**src/rtl/spi_shifter.sv**
```systemverilog
module spi_shifter #(
  parameter int DW = 8
) (
  input  logic          clk,
  input  logic          rst_n,
  input  logic          cfg_slave,
  input  logic          cfg_cpol,
  input  logic          cfg_cpha,
  input  logic          cfg_lsb_first,
  input  logic          baud_tick,
  input  logic          wr_en,
  input  logic [DW-1:0] wr_data,
  output logic [DW-1:0] rd_data,
  input  logic          rx_ie,
  input  logic          tx_ie,
  output logic          sck_o,
  output logic          mosi_o,
  input  logic          miso_i,
  input  logic          sck_i,
  input  logic          ssn_i,
  input  logic          mosi_i,
  output logic          miso_o,
  output logic          busy,
  output logic          tx_byte_done,
  output logic          rx_byte,
  output logic          rx_flag,
  output logic          tx_flag,
  output logic          irq_rx,
  output logic          irq_tx
);
  localparam int NEDGE = 2 * DW;
  localparam int EW = $clog2(NEDGE);

  logic [DW-1:0] tx_sh, rx_sh, hold_q;
  logic          hold_v, lvl;
  logic [EW-1:0] edge_n;
  logic [2:0]    sck_s;
  logic [1:0]    ssn_s, mosi_s;

  wire sel     = ~ssn_s[1];
  wire step    = cfg_slave ? (sel & (sck_s[2] ^ sck_s[1])) : (busy & baud_tick);
  wire samp    = ~(edge_n[0] ^ cfg_cpha);
  wire shft    = ~samp & ~(cfg_cpha & (edge_n == '0));
  wire last    = (edge_n == EW'(NEDGE - 1));
  wire in_bit  = cfg_slave ? mosi_s[1] : miso_i;
  wire tx_bit  = cfg_lsb_first ? tx_sh[0] : tx_sh[DW-1];
  wire start_m = ~cfg_slave & ~busy & (wr_en | hold_v);

  wire [DW-1:0] rx_nx = cfg_lsb_first ? {in_bit, rx_sh[DW-1:1]} : {rx_sh[DW-2:0], in_bit};
  wire [DW-1:0] tx_nx = cfg_lsb_first ? {1'b0, tx_sh[DW-1:1]} : {tx_sh[DW-2:0], 1'b0};

  assign sck_o  = cfg_slave ? cfg_cpol : (cfg_cpol ^ lvl);
  assign mosi_o = ~cfg_slave & tx_bit;
  assign miso_o = cfg_slave & tx_bit;
  assign irq_rx = rx_flag & rx_ie;
  assign irq_tx = tx_flag & tx_ie;

  always_ff @(posedge clk or negedge rst_n) begin
    if (!rst_n) begin
      tx_sh <= '0; rx_sh <= '0; hold_q <= '0; hold_v <= 1'b0;
      lvl <= 1'b0; edge_n <= '0; rd_data <= '0;
      sck_s <= '0; ssn_s <= 2'b11; mosi_s <= '0;
      busy <= 1'b0; tx_byte_done <= 1'b0; rx_byte <= 1'b0;
      rx_flag <= 1'b0; tx_flag <= 1'b0;
    end else begin
      sck_s  <= {sck_s[1:0], sck_i};
      ssn_s  <= {ssn_s[0], ssn_i};
      mosi_s <= {mosi_s[0], mosi_i};
      rx_flag <= 1'b0;
      tx_flag <= 1'b0;

      if (wr_en) begin
        tx_byte_done <= 1'b0;
        rx_byte      <= 1'b0;
        if (cfg_slave & ~busy & ~hold_v) tx_sh <= wr_data;
        else if (!(start_m & ~hold_v)) begin
          hold_q <= wr_data;
          hold_v <= 1'b1;
        end
      end

      if (start_m) begin
        tx_sh   <= hold_v ? hold_q : wr_data;
        if (hold_v & ~wr_en) hold_v <= 1'b0;
        busy    <= 1'b1;
        edge_n  <= '0;
        lvl     <= 1'b0;
        tx_flag <= 1'b1;
      end else if (cfg_slave & ~sel) begin
        busy   <= 1'b0;
        edge_n <= '0;
      end else if (step) begin
        busy   <= 1'b1;
        edge_n <= edge_n + 1'b1;
        if (!cfg_slave) lvl <= ~lvl;
        if (samp) rx_sh <= rx_nx;
        if (shft) tx_sh <= tx_nx;
        if (last) begin
          busy    <= 1'b0;
          edge_n  <= '0;
          rd_data <= samp ? rx_nx : rx_sh;
          rx_flag <= 1'b1;
          if (cfg_slave) begin
            rx_byte <= 1'b1;
            if (hold_v) begin
              tx_sh <= hold_q;
              if (~wr_en) hold_v <= 1'b0;
            end
          end else begin
            tx_byte_done <= 1'b1;
          end
        end
      end
    end
  end
endmodule

```
**config.mk**
```make
export PLATFORM = sky130hd
export DESIGN_NAME = spi_shifter
export DESIGN_NICKNAME = d
export VERILOG_FILES = /design/src/rtl/spi_shifter.sv
export SDC_FILE = /design/constraint.sdc
export NUM_CORES = 1
export LEC_CHECK = 0
export ABC_AREA = 1
export ABC_CLOCK_PERIOD_IN_PS = 1800
export BUFFER_PORTS_ARGS = -buffer_cell sky130_fd_sc_hd__buf_2
export CORE_UTILIZATION = 55
export CTS_CLUSTER_SIZE = 10
export DETAILED_ROUTE_END_ITERATION = 6
export PLACE_DENSITY_LB_ADDON = 0.2
export REMOVE_ABC_BUFFERS = 1
export SLEW_MARGIN = 20
export SYNTH_ARGS = -nofsm -noshare
export SYNTH_HDL_FRONTEND = slang
export SYNTH_SLANG_ARGS = --single-unit
```
**constraint.sdc**
```tcl
create_clock -name clk -period 1.8 [get_ports clk]
set_clock_uncertainty 0.15 [all_clocks]
set_input_delay 0.54 -clock clk [delete_from_list [all_inputs] [get_ports clk]]
set_output_delay 0.54 -clock clk [all_outputs]
set_load 0.03 [all_outputs]
```
==> After elaboration in Yosys (flattened, before gate mapping) <==
Cells that the tools add are included.
{ "word_totals": {"memories": 0, "mem_bits_ro": 0, "in_bits": 22, "latch_bits": 0, "output_inout_bits": 18, "register_bits": 50, "wordCells": 113, "ram_bits": 0} }
{ "op_classes": {"add_sub_neg": 1, "div": 0, "n_mul": 0, "mux": 57, "order_cmp": 0, "shift": 0, "n_bitwise": 30, "eq_ne": 3, "reduce_logical": 7} }
{ "op_table": {"columns": ["op", "count"], "rows": [
  ["2-to-1 mux 8 bit", 13],
  ["2-to-1 mux 1 bit", 40],
  ["2-to-1 mux 4 bit", 4],
  ["bitwise AND 1 bit", 15],
  ["inverter 1 bit", 11],
  ["AND reduction 3 bit", 3],
  ["adder 4 x 1 -> 4 bit, second input constant", 1],
  ["equality test 4 bit, second input constant", 1],
  ["logical NOT 4 bit", 1],
  ["AND reduction 4 bit", 1],
  ["nonzero test 3 bit", 1],
  ["bitwise XOR 1 bit", 3],
  ["inequality test 2 x 1 -> 1 bit, second input constant", 1],
  ["inequality test 2 bit, second input constant", 1],
  ["nonzero test 2 bit", 1],
  ["OR 1 bit", 1]
]} }

==> Depth between registers and ports, before layout <==
Gate-level depths: netlist of the first run.
{ "logic_depth": {"depth_word": 14, "depth_mapped": 11, "ltp_nobuf": 11} }

==> Worst setup path before layout of the first run <==
No wires, ideal clock.
{ "synth_path": {"path_kind": "input -> output", "startpoint": "input cfg_lsb_first", "endpoint": "output miso_o", "setup_slack_ns": -0.376, "path_stages": 4, "required_time_ns": 1.110, "path_buffers": 2, "arrival_time_ns": 1.486, "path_cell_list": "buf_2 clkbuf_1 o21ai_0 nor2_1"} }
{ "synth_via": {"elab_chain_cells": 2} }
{ "synth_lines": {"columns": ["element", "line_no", "rtl"], "rows": [
  ["from (decl)", "9", "input logic cfg_lsb_first,"],
  ["2-to-1 mux 1 bit", "46", "wire tx_bit = cfg_lsb_first ? tx_sh[0] : tx_sh[DW-1];"],
  ["bitwise AND 1 bit", "54", "assign miso_o = cfg_slave & tx_bit;"],
  ["to (decl)", "22", "output logic miso_o,"]
]} }
No other way between the ends.

==> Worst setup path after layout of the first run <==
{ "layout_path": {"startpoint": "register lvl", "endpoint": "output sck_o"} }
{ "layout_via": {"elab_chain_cells": 2} }
{ "layout_lines": {"columns": ["element", "line_no", "rtl"], "rows": [
  ["from (decl)", "35", "logic hold_v, lvl;"],
  ["from (signal assigned)", "95", "if (!cfg_slave) lvl <= ~lvl;"],
  ["bitwise XOR 1 bit", "52", "assign sck_o = cfg_slave ? cfg_cpol : (cfg_cpol ^ lvl);"],
  ["2-to-1 mux 1 bit", "52", null],
  ["to (decl)", "16", "output logic sck_o,"]
]} }
No other way between the ends.

==> results.cfg, run 1 <==
[cells_and_area]
post-route-util_pct = 70.0
final_cell_mix = 129 x nand2_1, 47 x dfrtp_1, 40 x inv_1
final_common_cell = nand2_1
nets = 457
diodes = 0
area_delta_synth_final_pct = 21.1
drive_above_1_share_pct = 23.0

[setup_path]
cp_max_fo = 2
cp.arrival_ps = 1140
cpPeakStageDelay_ps = 380
crit_chain = inv_2, nor2_4, xnor2_1, inv_1, buf_6
worstPathRequired_ps = 1110
slowest_stage = dfrtp_1
worstSetupPathType = flip-flop to primary output
critPathLaunchType = flip-flop
end_kind = primary output

[cts]
cts_buffers = 5
htree_levels = 2
cts_tree = yes
cts_buffer_depth = 2
clkLatencyLatePin_ps = 300
clock-root-buffer = clkbuf_8
cts.sinks = 50
clk_pin_slew_ps = 90
hold_buffers = 0

[logic_synthesis]
yosys_warnings = 0
synth.avg_cell_area_um2 = 7.45
synth_compound_area_share_pct = 13.7
synth_mux_area_share_pct = 0
ys_ff_latch = 50
netlist_area_um2 = 2770
synth_xor_area_share_pct = 0.950
synth_simple_gate_area_share_pct = 29.2
synthCells = 371
yosys.area_share.adder_pct = 0.905
ys_seq_area_share_pct = 45.3
yosysUniqueCellTypes = 29
synth_top_family_by_area = simple AND/OR/NAND/NOR gates

[drt]
drt_iter0_markers = 162
drc_errors = 0
first_pass_iters = 4
ant_nets = 0
via_per_inst = 5.11
via_count = 2562
wl_um = 6120
routedWlPerCell_um = 12.2

[timing]
min_period_ps = 1830
tightest_slew_ps = 352
hold_violations = 0
fin_crit_sh_pct = 101
setup_ws_ps = -25.9
max_freq_mhz = 548
rsz0062_at_grt = yes
tns_ps = -58.5
slew-limit-headroom_pct = 76.5
setup_viol = 3
slew_violations = 0

[run]
maxCapViolations = 0

[pwr]
power.leakage_nw = 1.83
ir_drop_mv = 0.615
powerDensity_nw_per_um2 = 1220

[placed_design]
portBuffers = 39
pre_cts_slack_ps = -121
hpwl_um = 4490
gp_congestion = 0.870

[status]
status = finished with violations
violations = negative setup slack

[floorplanning]
core_um2 = 4790
initial_core_util_pct = 57.8
die_h_um = 72.9
fp.dieW_um = 72.9
dieArea_um2 = 5320
ios = 40
rows = 25

[global_routing]
grt_pass1_wl_um = 10400
grt_usage_pct = 25.1
grt_pass1_vias = 2358
grt_antenna_before_repair = 0
grt_max_degree = 51
grt-ovfl-total = 0

[min_path]
hold_class = primary input to async pin
what timing repair did:
| action | 4_1_cts | 5_1_grt |
|---|---|---|
| gates resized for setup | 12 | 5 |
| pin swaps | 1 | 1 |
| endpoints found under the hold margin | 0 | 0 |
| setup buffers | 2 | 1 |
| endpoints found under the setup margin | 3 | 13 |
final cells by class:
type | count | area [um^2]
Fill cell | 422 | 1440
Sequential cell | 50 | 1250
Multi-Input combinational cell | 257 | 1250
Timing Repair Buffer | 69 | 459
Inverter | 50 | 188
Tap cell | 67 | 83.8
Clock buffer | 6 | 72.6
Clock inverter | 2 | 37.5
cells by family (layout without fill, tap and decap cells):
| logic type | after synthesis | count (layout) |
|---|---|---|
| simple gates | 186 | 186 |
| compound gates | 66 | 66 |
| buf+inv | 64 | 127 |
| flops | 50 | 50 |
| xor+xnor | 3 | 3 |
| fa+ha+maj | 2 | 2 |
power breakdown:
group / internal [mW] / switching (mW)
clock network: 0.415 / 0.384
logic: 0.667 / 1.00
registers: 1.42 / 0.214
total: 2.50 / 1.60
synthesized netlist by cell type, drive strengths merged:
cell | count | area, um^2
a31oi | 1 | 6.26
a22oi | 1 | 7.51
xnor2 | 2 | 17.5
nand2 | 135 | 527
clkinv | 2 | 7.51
nand3 | 27 | 148
dfstp | 2 | 52.6
xor2 | 1 | 8.76
buf | 12 | 78.8
inv | 48 | 180
nor2 | 18 | 86.3
o22ai | 1 | 6.26
o21ai | 38 | 190
ha | 2 | 25.0
nor3 | 1 | 16.3
o31ai | 1 | 12.5
a21oi | 10 | 50.1
o211ai | 14 | 105
clkbuf | 2 | 7.51
nand4 | 5 | 31.3
dfrtp | 48 | 1200
stage by stage:
step	hold slack [ps]	power [mW]	cell area, um^2	instances
after floorplan	94.4	2.63	2680	357
after global placement	182	3.15	3190	490
after detailed placement	186	3.20	3190	490
after CTS	70.8	4.06	3340	500
after global routing	80.1	4.41	3350	501
final	58.5	4.10	3350	501
sequential cells by signal, indices dropped and copies added, names as in the netlist:
name,count
hold_v,1
tx_byte_done,1
ssn_s,2
rx_flag,1
rx_byte,1
edge_n,4
rx_sh,8
sck_s,3
busy,1
mosi_s,2
tx_sh,8
lvl,1
tx_flag,1
hold_q,8
rd_data,8
critical path: cells and delay by family, from the launching register on:
kind	cells	cell delay [ps]
DFF	1	380
buffers and inverters	3	290
xor gates and xnor gates	1	130
and+or+nand+nor	1	40
final timing paths:
path | slack [ps] | startpoint | end | cells past startpoint
setup / recovery | -30 | lvl | sck_o | 5
hold / removal | 60 | rst_n | edge_n[1] | 2
setup reg to reg | 110 | edge_n[0] | tx_sh[5] | 8
hold reg to reg | 200 | mosi_s[0] | mosi_s[1] | 0
max in group asynchronous | 1170 | rst_n | ssn_s[1] | 2
min in group clk | 180 | ssn_i | ssn_s[0] | 1
metal layers:
metal | GRT usage (%) | up-vias | routed length, um
met1 | 33.0 | 1180 | 2830
met3 | 4.14 | 7 | 292
met2 | 43.4 | 76 | 2930
met5 | 0 | - | 0
met4 | 6.32 | 0 | 61
li1 | - | 1299 | -
Power figures use the tool's default switching activity.
==> inputs of run 2 (changes only) <==
--- a/config.mk
+++ b/config.mk
@@ -8,7 +8,8 @@
 export ABC_AREA = 1
 export ABC_CLOCK_PERIOD_IN_PS = 1800
 export BUFFER_PORTS_ARGS = -buffer_cell sky130_fd_sc_hd__buf_2
-export CORE_UTILIZATION = 55
+export CORE_MARGIN = 3
+export CORE_UTILIZATION = 35
 export CTS_CLUSTER_SIZE = 10
 export DETAILED_ROUTE_END_ITERATION = 6
 export PLACE_DENSITY_LB_ADDON = 0.2
==> run 2 against run 1 <==
Compared with the run above: the run still ends with negative setup slack left; wire length increased by 8.6%; via count decreased by 2.0%; non-clock buffer count decreased by 1; register-to-register slack improved by 30 ps; global-route usage decreased by 9.0 points; cell count increased by 6.2%; power decreased by 3.6%.
==> results.cfg, run 2 (synthesis gave the netlist of run 1 again) <==
[drt]
drc_errors = 0
maxUsedRoutingLayer = met4
via_per_inst = 4.72
ant_nets = 0
via_count = 2512
wl_met1_um = 3220
first_pass_iters = 4
wl_um = 6640
routedWlPerCell_um = 12.5
drt_iter0_markers = 110
wl_met3_um = 339
wl_met2_um = 2980

[setup_path]
reg2reg_from = edge_n[0]
critPathLaunchType = primary input
end_kind = primary output
cp_max_fo = 3
rr_endpoint = tx_sh[0]
worstSetupPathType = primary input to primary output
worstPathRequired_ps = 1110
cp.arrival_ps = 1130
rr_worst_depth = 8
r2r_setup_slack_ps = 140

[cells_and_area]
drive_above_1_share_pct = 23.1
fin_area_um2 = 3380
area_delta_synth_final_pct = 22.4
final_common_cell = nand2_1
final_cell_mix = 130 x nand2_1, 47 x dfrtp_1, 41 x inv_1
fin_cells = 532
n_fill_cell = 807
diodes = 0
nets = 456

[pwr]
p_sw_share_pct = 39.6
powerDensity_nw_per_um2 = 1170
ir_drop_mv = 0.528
p_int_mw = 2.39
switchingPower_mw = 1.57
power.leakage_nw = 1.82
comb_power_share_pct = 41.5
power_mw = 3.95
clkPwrFrac_pct = 17.4
seq_power_share_pct = 41.1

[floorplanning]
ios = 40
core_um2 = 7450
initial_core_util_pct = 37.1
die_h_um = 94.9
dieArea_um2 = 9000
fp.dieW_um = 94.9
rows = 31

[placed_design]
pre_cts_slack_ps = -86.5
place_area_um2 = 3220
portBuffers = 39
gp_congestion = 0.819
hpwl_um = 4760
place_inst = 520

[timing]
min_period_ps = 1820
setup_ws_ps = -17.3
rsz0062_at_grt = yes
setup_viol = 3
max_freq_mhz = 550
hold_violations = 0
slew_violations = 0
fin_crit_sh_pct = 101
tightest_slew_ps = 358
slew-limit-headroom_pct = 76.1

[global_routing]
grt_pass1_vias = 2400
grt_antenna_before_repair = 0
grt-ovfl-total = 0
grt_pass1_wl_um = 11400
grt_max_degree = 51
grt_usage_pct = 16.2

[status]
violations = negative setup slack
status = finished with violations

[cts]
cts_buffer_depth = 2
cts.sinks = 50
htree_levels = 2
clk_pin_slew_ps = 90
cts_tree = yes
clkLatencyLatePin_ps = 310
hold_buffers = 0
clock-root-buffer = clkbuf_8
cts_buffers = 5

[run]
maxCapViolations = 0

[min_path]
hold_class = primary input to async pin
==> run 2: repair_timing <==
item	CTS	global route
endpoints found under the setup margin	3	8
pin swaps	0	1
resized for setup	11	5
buffers inserted	1	3
==> run 2: stage by stage <==
step / hold WS [ps] / setup TNS [ps] / utilization [%]
after floorplan: 94.4 / -654 / -
after global placement: 184 / -505 / 43.3
after detailed placement: 189 / -547 / 43.3
after CTS: 61.0 / -39.7 / 44.9
after global routing: 70.4 / -209 / 45.4
final: 55.1 / -25.2 / 45.4
==> run 2: power groups by stage <==
stage          sequential, mW  clock (mW)  combinational, mW
6_report                 1.62       0.689               1.64
5_1_grt                  1.67       0.766               1.90
4_1_cts                  1.62       0.720               1.63
3_5_place_dp             1.63           0               1.57
3_3_place_gp             1.63           0               1.56
2_1_floorplan            1.64           0              0.992
==> run 2: critical path, stage by stage <==
cell and delay (ps):
buf_2 140, nor2_4 140, xnor2_2 110, inv_1 60, buf_6 130
==> run 2: routing by layer <==
layer,vias up,track usage [%]
li1,1303,-
met1,1135,22.2
met2,64,25.4
met3,10,2.79
met4,0,6.25
met5,-,0
==> run 2: cell type report <==
cell class | count | area (um^2) | share of cell area, %
Multi-Input combinational cell | 257 | 1260 | 37.3
Sequential cell | 50 | 1250 | 37.1
Timing Repair Buffer | 68 | 462 | 13.6
Inverter | 50 | 191 | 5.66
Tap cell | 99 | 124 | 3.66
Clock buffer | 7 | 86.3 | 2.55
Clock inverter | 1 | 5.00 | 0.148
==> run 2: how the worst max path moves through the flow <==
stage / start / end / slack, ps / cells after the start
4_1_cts: lvl / sck_o / -30 / 5
6_report: cfg_slave / sck_o / -20 / 5
5_1_grt: lvl / sck_o / -80 / 5
3_3_place_gp: cfg_lsb_first / mosi_o / -90 / 4
3_5_place_dp: cfg_slave / sck_o / -90 / 5
2_1_floorplan: busy / rd_data[0] / -80 / 6
==> inputs of run 3 (changes only) <==
--- a/config.mk
+++ b/config.mk
@@ -8,11 +8,11 @@
 export ABC_AREA = 1
 export ABC_CLOCK_PERIOD_IN_PS = 1800
 export BUFFER_PORTS_ARGS = -buffer_cell sky130_fd_sc_hd__buf_2
+export CORE_ASPECT_RATIO = 1.4
 export CORE_MARGIN = 3
 export CORE_UTILIZATION = 35
 export CTS_CLUSTER_SIZE = 10
 export DETAILED_ROUTE_END_ITERATION = 6
-export PLACE_DENSITY_LB_ADDON = 0.2
 export REMOVE_ABC_BUFFERS = 1
 export SLEW_MARGIN = 20
 export SYNTH_ARGS = -nofsm -noshare
==> run 3 against run 2 <==
Compared with the run above: the flow still finishes with violations (negative setup slack); setup slack worse by 21 ps; sequential cell count unchanged; via count up 2.4%; die area up 0.17%; combinational power up 12%; wire length up 2.6%; first-iteration DRC count up 8.2%; register-to-register slack worse by 150 ps.
==> results.cfg, run 3 (synthesis gave the netlist of run 1 again) <==
[placed_design]
portBuffers = 39
pre_cts_slack_ps = -117
gp_congestion = 0.927
hpwl_um = 4900

[floorplanning]
fp.dieW_um = 81.1
rows = 37
die_h_um = 111
ios = 40
dieArea_um2 = 9020
initial_core_util_pct = 36.9
core_um2 = 7500

[pwr]
powerDensity_nw_per_um2 = 1220
power_mw = 4.32
power.leakage_nw = 1.87
ir_drop_mv = 0.518

[setup_path]
cp.arrival_ps = 1150
end_kind = primary output
cpPeakStageDelay_ps = 400
critPathLaunchType = flip-flop
worstSetupPathType = flip-flop to primary output
slowest_stage = dfrtp_1
cp_max_fo = 2
crit_chain = inv_2, nand2_2, o21ai_4, nor2_1, buf_4
worstPathRequired_ps = 1110

[cts]
htree_levels = 2
cts_tree = yes
cts_buffers = 5
clkLatencyLatePin_ps = 310
clk_pin_slew_ps = 90
clock-root-buffer = clkbuf_8
cts.sinks = 50
cts_buffer_depth = 2

[drt]
ant_nets = 0
wl_met2_um = 3700
via_per_inst = 4.76
wl_um = 6810
drt_iter0_markers = 119
via_count = 2573
maxUsedRoutingLayer = met4
wl_met1_um = 2800
routedWlPerCell_um = 12.6
first_pass_iters = 4
drc_errors = 0
wl_met3_um = 208

[global_routing]
grt_antenna_before_repair = 0
grt-ovfl-total = 0
grt_usage_pct = 16.0
grt_pass1_vias = 2516
grt_max_degree = 45
grt_pass1_wl_um = 11600

[cells_and_area]
drive_above_1_share_pct = 27.7
multi_input_area_um2 = 1320
seq_area_um2 = 1260
area_delta_synth_final_pct = 27.7
diodes = 0
nets = 467
n_fill_cell = 766
final_cell_mix = 128 x nand2_1, 45 x dfrtp_1, 39 x inv_1, 39 x buf_4, 36 x buf_2
final_common_cell = nand2_1

[timing]
setup_viol = 4
rsz0062_at_grt = yes
slew-limit-headroom_pct = 73.8
fin_crit_sh_pct = 102
tightest_slew_ps = 393
setup_ws_ps = -37.9
hold_violations = 0
min_period_ps = 1840
hold_slack_ps = 178
max_freq_mhz = 544
slew_violations = 0

[run]
maxCapViolations = 0

[min_path]
hold_class = primary input to flip-flop

[status]
violations = negative setup slack
status = finished with violations
run 3: changes by cell type in the layout (fill, tap and decap cells not counted), moves of 2 or more:
cell	before	now
nor2_1	15	13
a21oi_1	10	6
nor2_2	1	3
buf_12	3	1
dfrtp_1	47	45
inv_1	41	39
a21oi_2	0	4
dfrtp_2	1	3
nand2_1	130	128
buf_4	28	39
nand2_2	3	5
run 3: area by class of cell:
| class | count | share of cell area, % |
|---|---|---|
| inverter | 50 | 5.49 |
| tap | 97 | 3.44 |
| timing repair buffer | 79 | 14.9 |
| clock inverter | 1 | 0.850 |
| multi-input combinational | 257 | 37.3 |
| clock buffer | 7 | 2.44 |
| sequential | 50 | 35.6 |
run 3: final timing paths:
| check | start | to | slack [ps] | cells past startpoint |
|---|---|---|---|---|
| setup / recovery | tx_sh[0] | mosi_o | -40 | 5 |
| hold / removal | ssn_i | ssn_s[0] | 180 | 1 |
| setup reg to reg | tx_sh[0] | tx_sh[0] | -10 | 13 |
| hold reg to reg | mosi_s[0] | mosi_s[1] | 200 | 0 |
| max in group asynchronous | rst_n | ssn_s[0] | 500 | 3 |
| min in group asynchronous | rst_n | hold_q[1] | 450 | 2 |
run 3: where the power goes:
part	switching, mW	total, mW	leakage (nW)	internal (mW)
Clock	0.380	0.834	0.0585	0.454
Sequential	0.224	1.65	0.624	1.42
Combinational	1.07	1.84	1.19	0.770
run 3: per-layer routing:
layer,up-vias,global-route usage [%]
met5,-,0
met4,0,5.86
met3,9,2.11
met2,48,27.8
met1,1194,19.8
li1,1322,-
run 3: worst max-delay path: cells and delay by family (launching register included):
kind / cells / cell delay (ps)
buf+inv: 2 / 250
flops: 1 / 400
simple gates: 2 / 130
compound gates: 1 / 80
run 3: what timing repair did:
action / 4_1_cts / 5_1_grt
buffers inserted: 8 / 5
hold buffers: 1 / 0
setup endpoints to repair: 9 / 19
endpoints found under the hold margin: 6 / 0
gates resized for setup: 14 / 20
pin swaps: 3 / 6
run 3: per-stage QoR:
stage	util [%]	area, um^2	setup TNS (ps)	instances
global route	47.1	3530	-350	541
finish	47.1	3530	-89.5	541
floorplan	-	2680	-654	357
global placement	42.9	3220	-730	521
detailed placement	42.9	3220	-1040	521
CTS	45.6	3420	-77.4	536
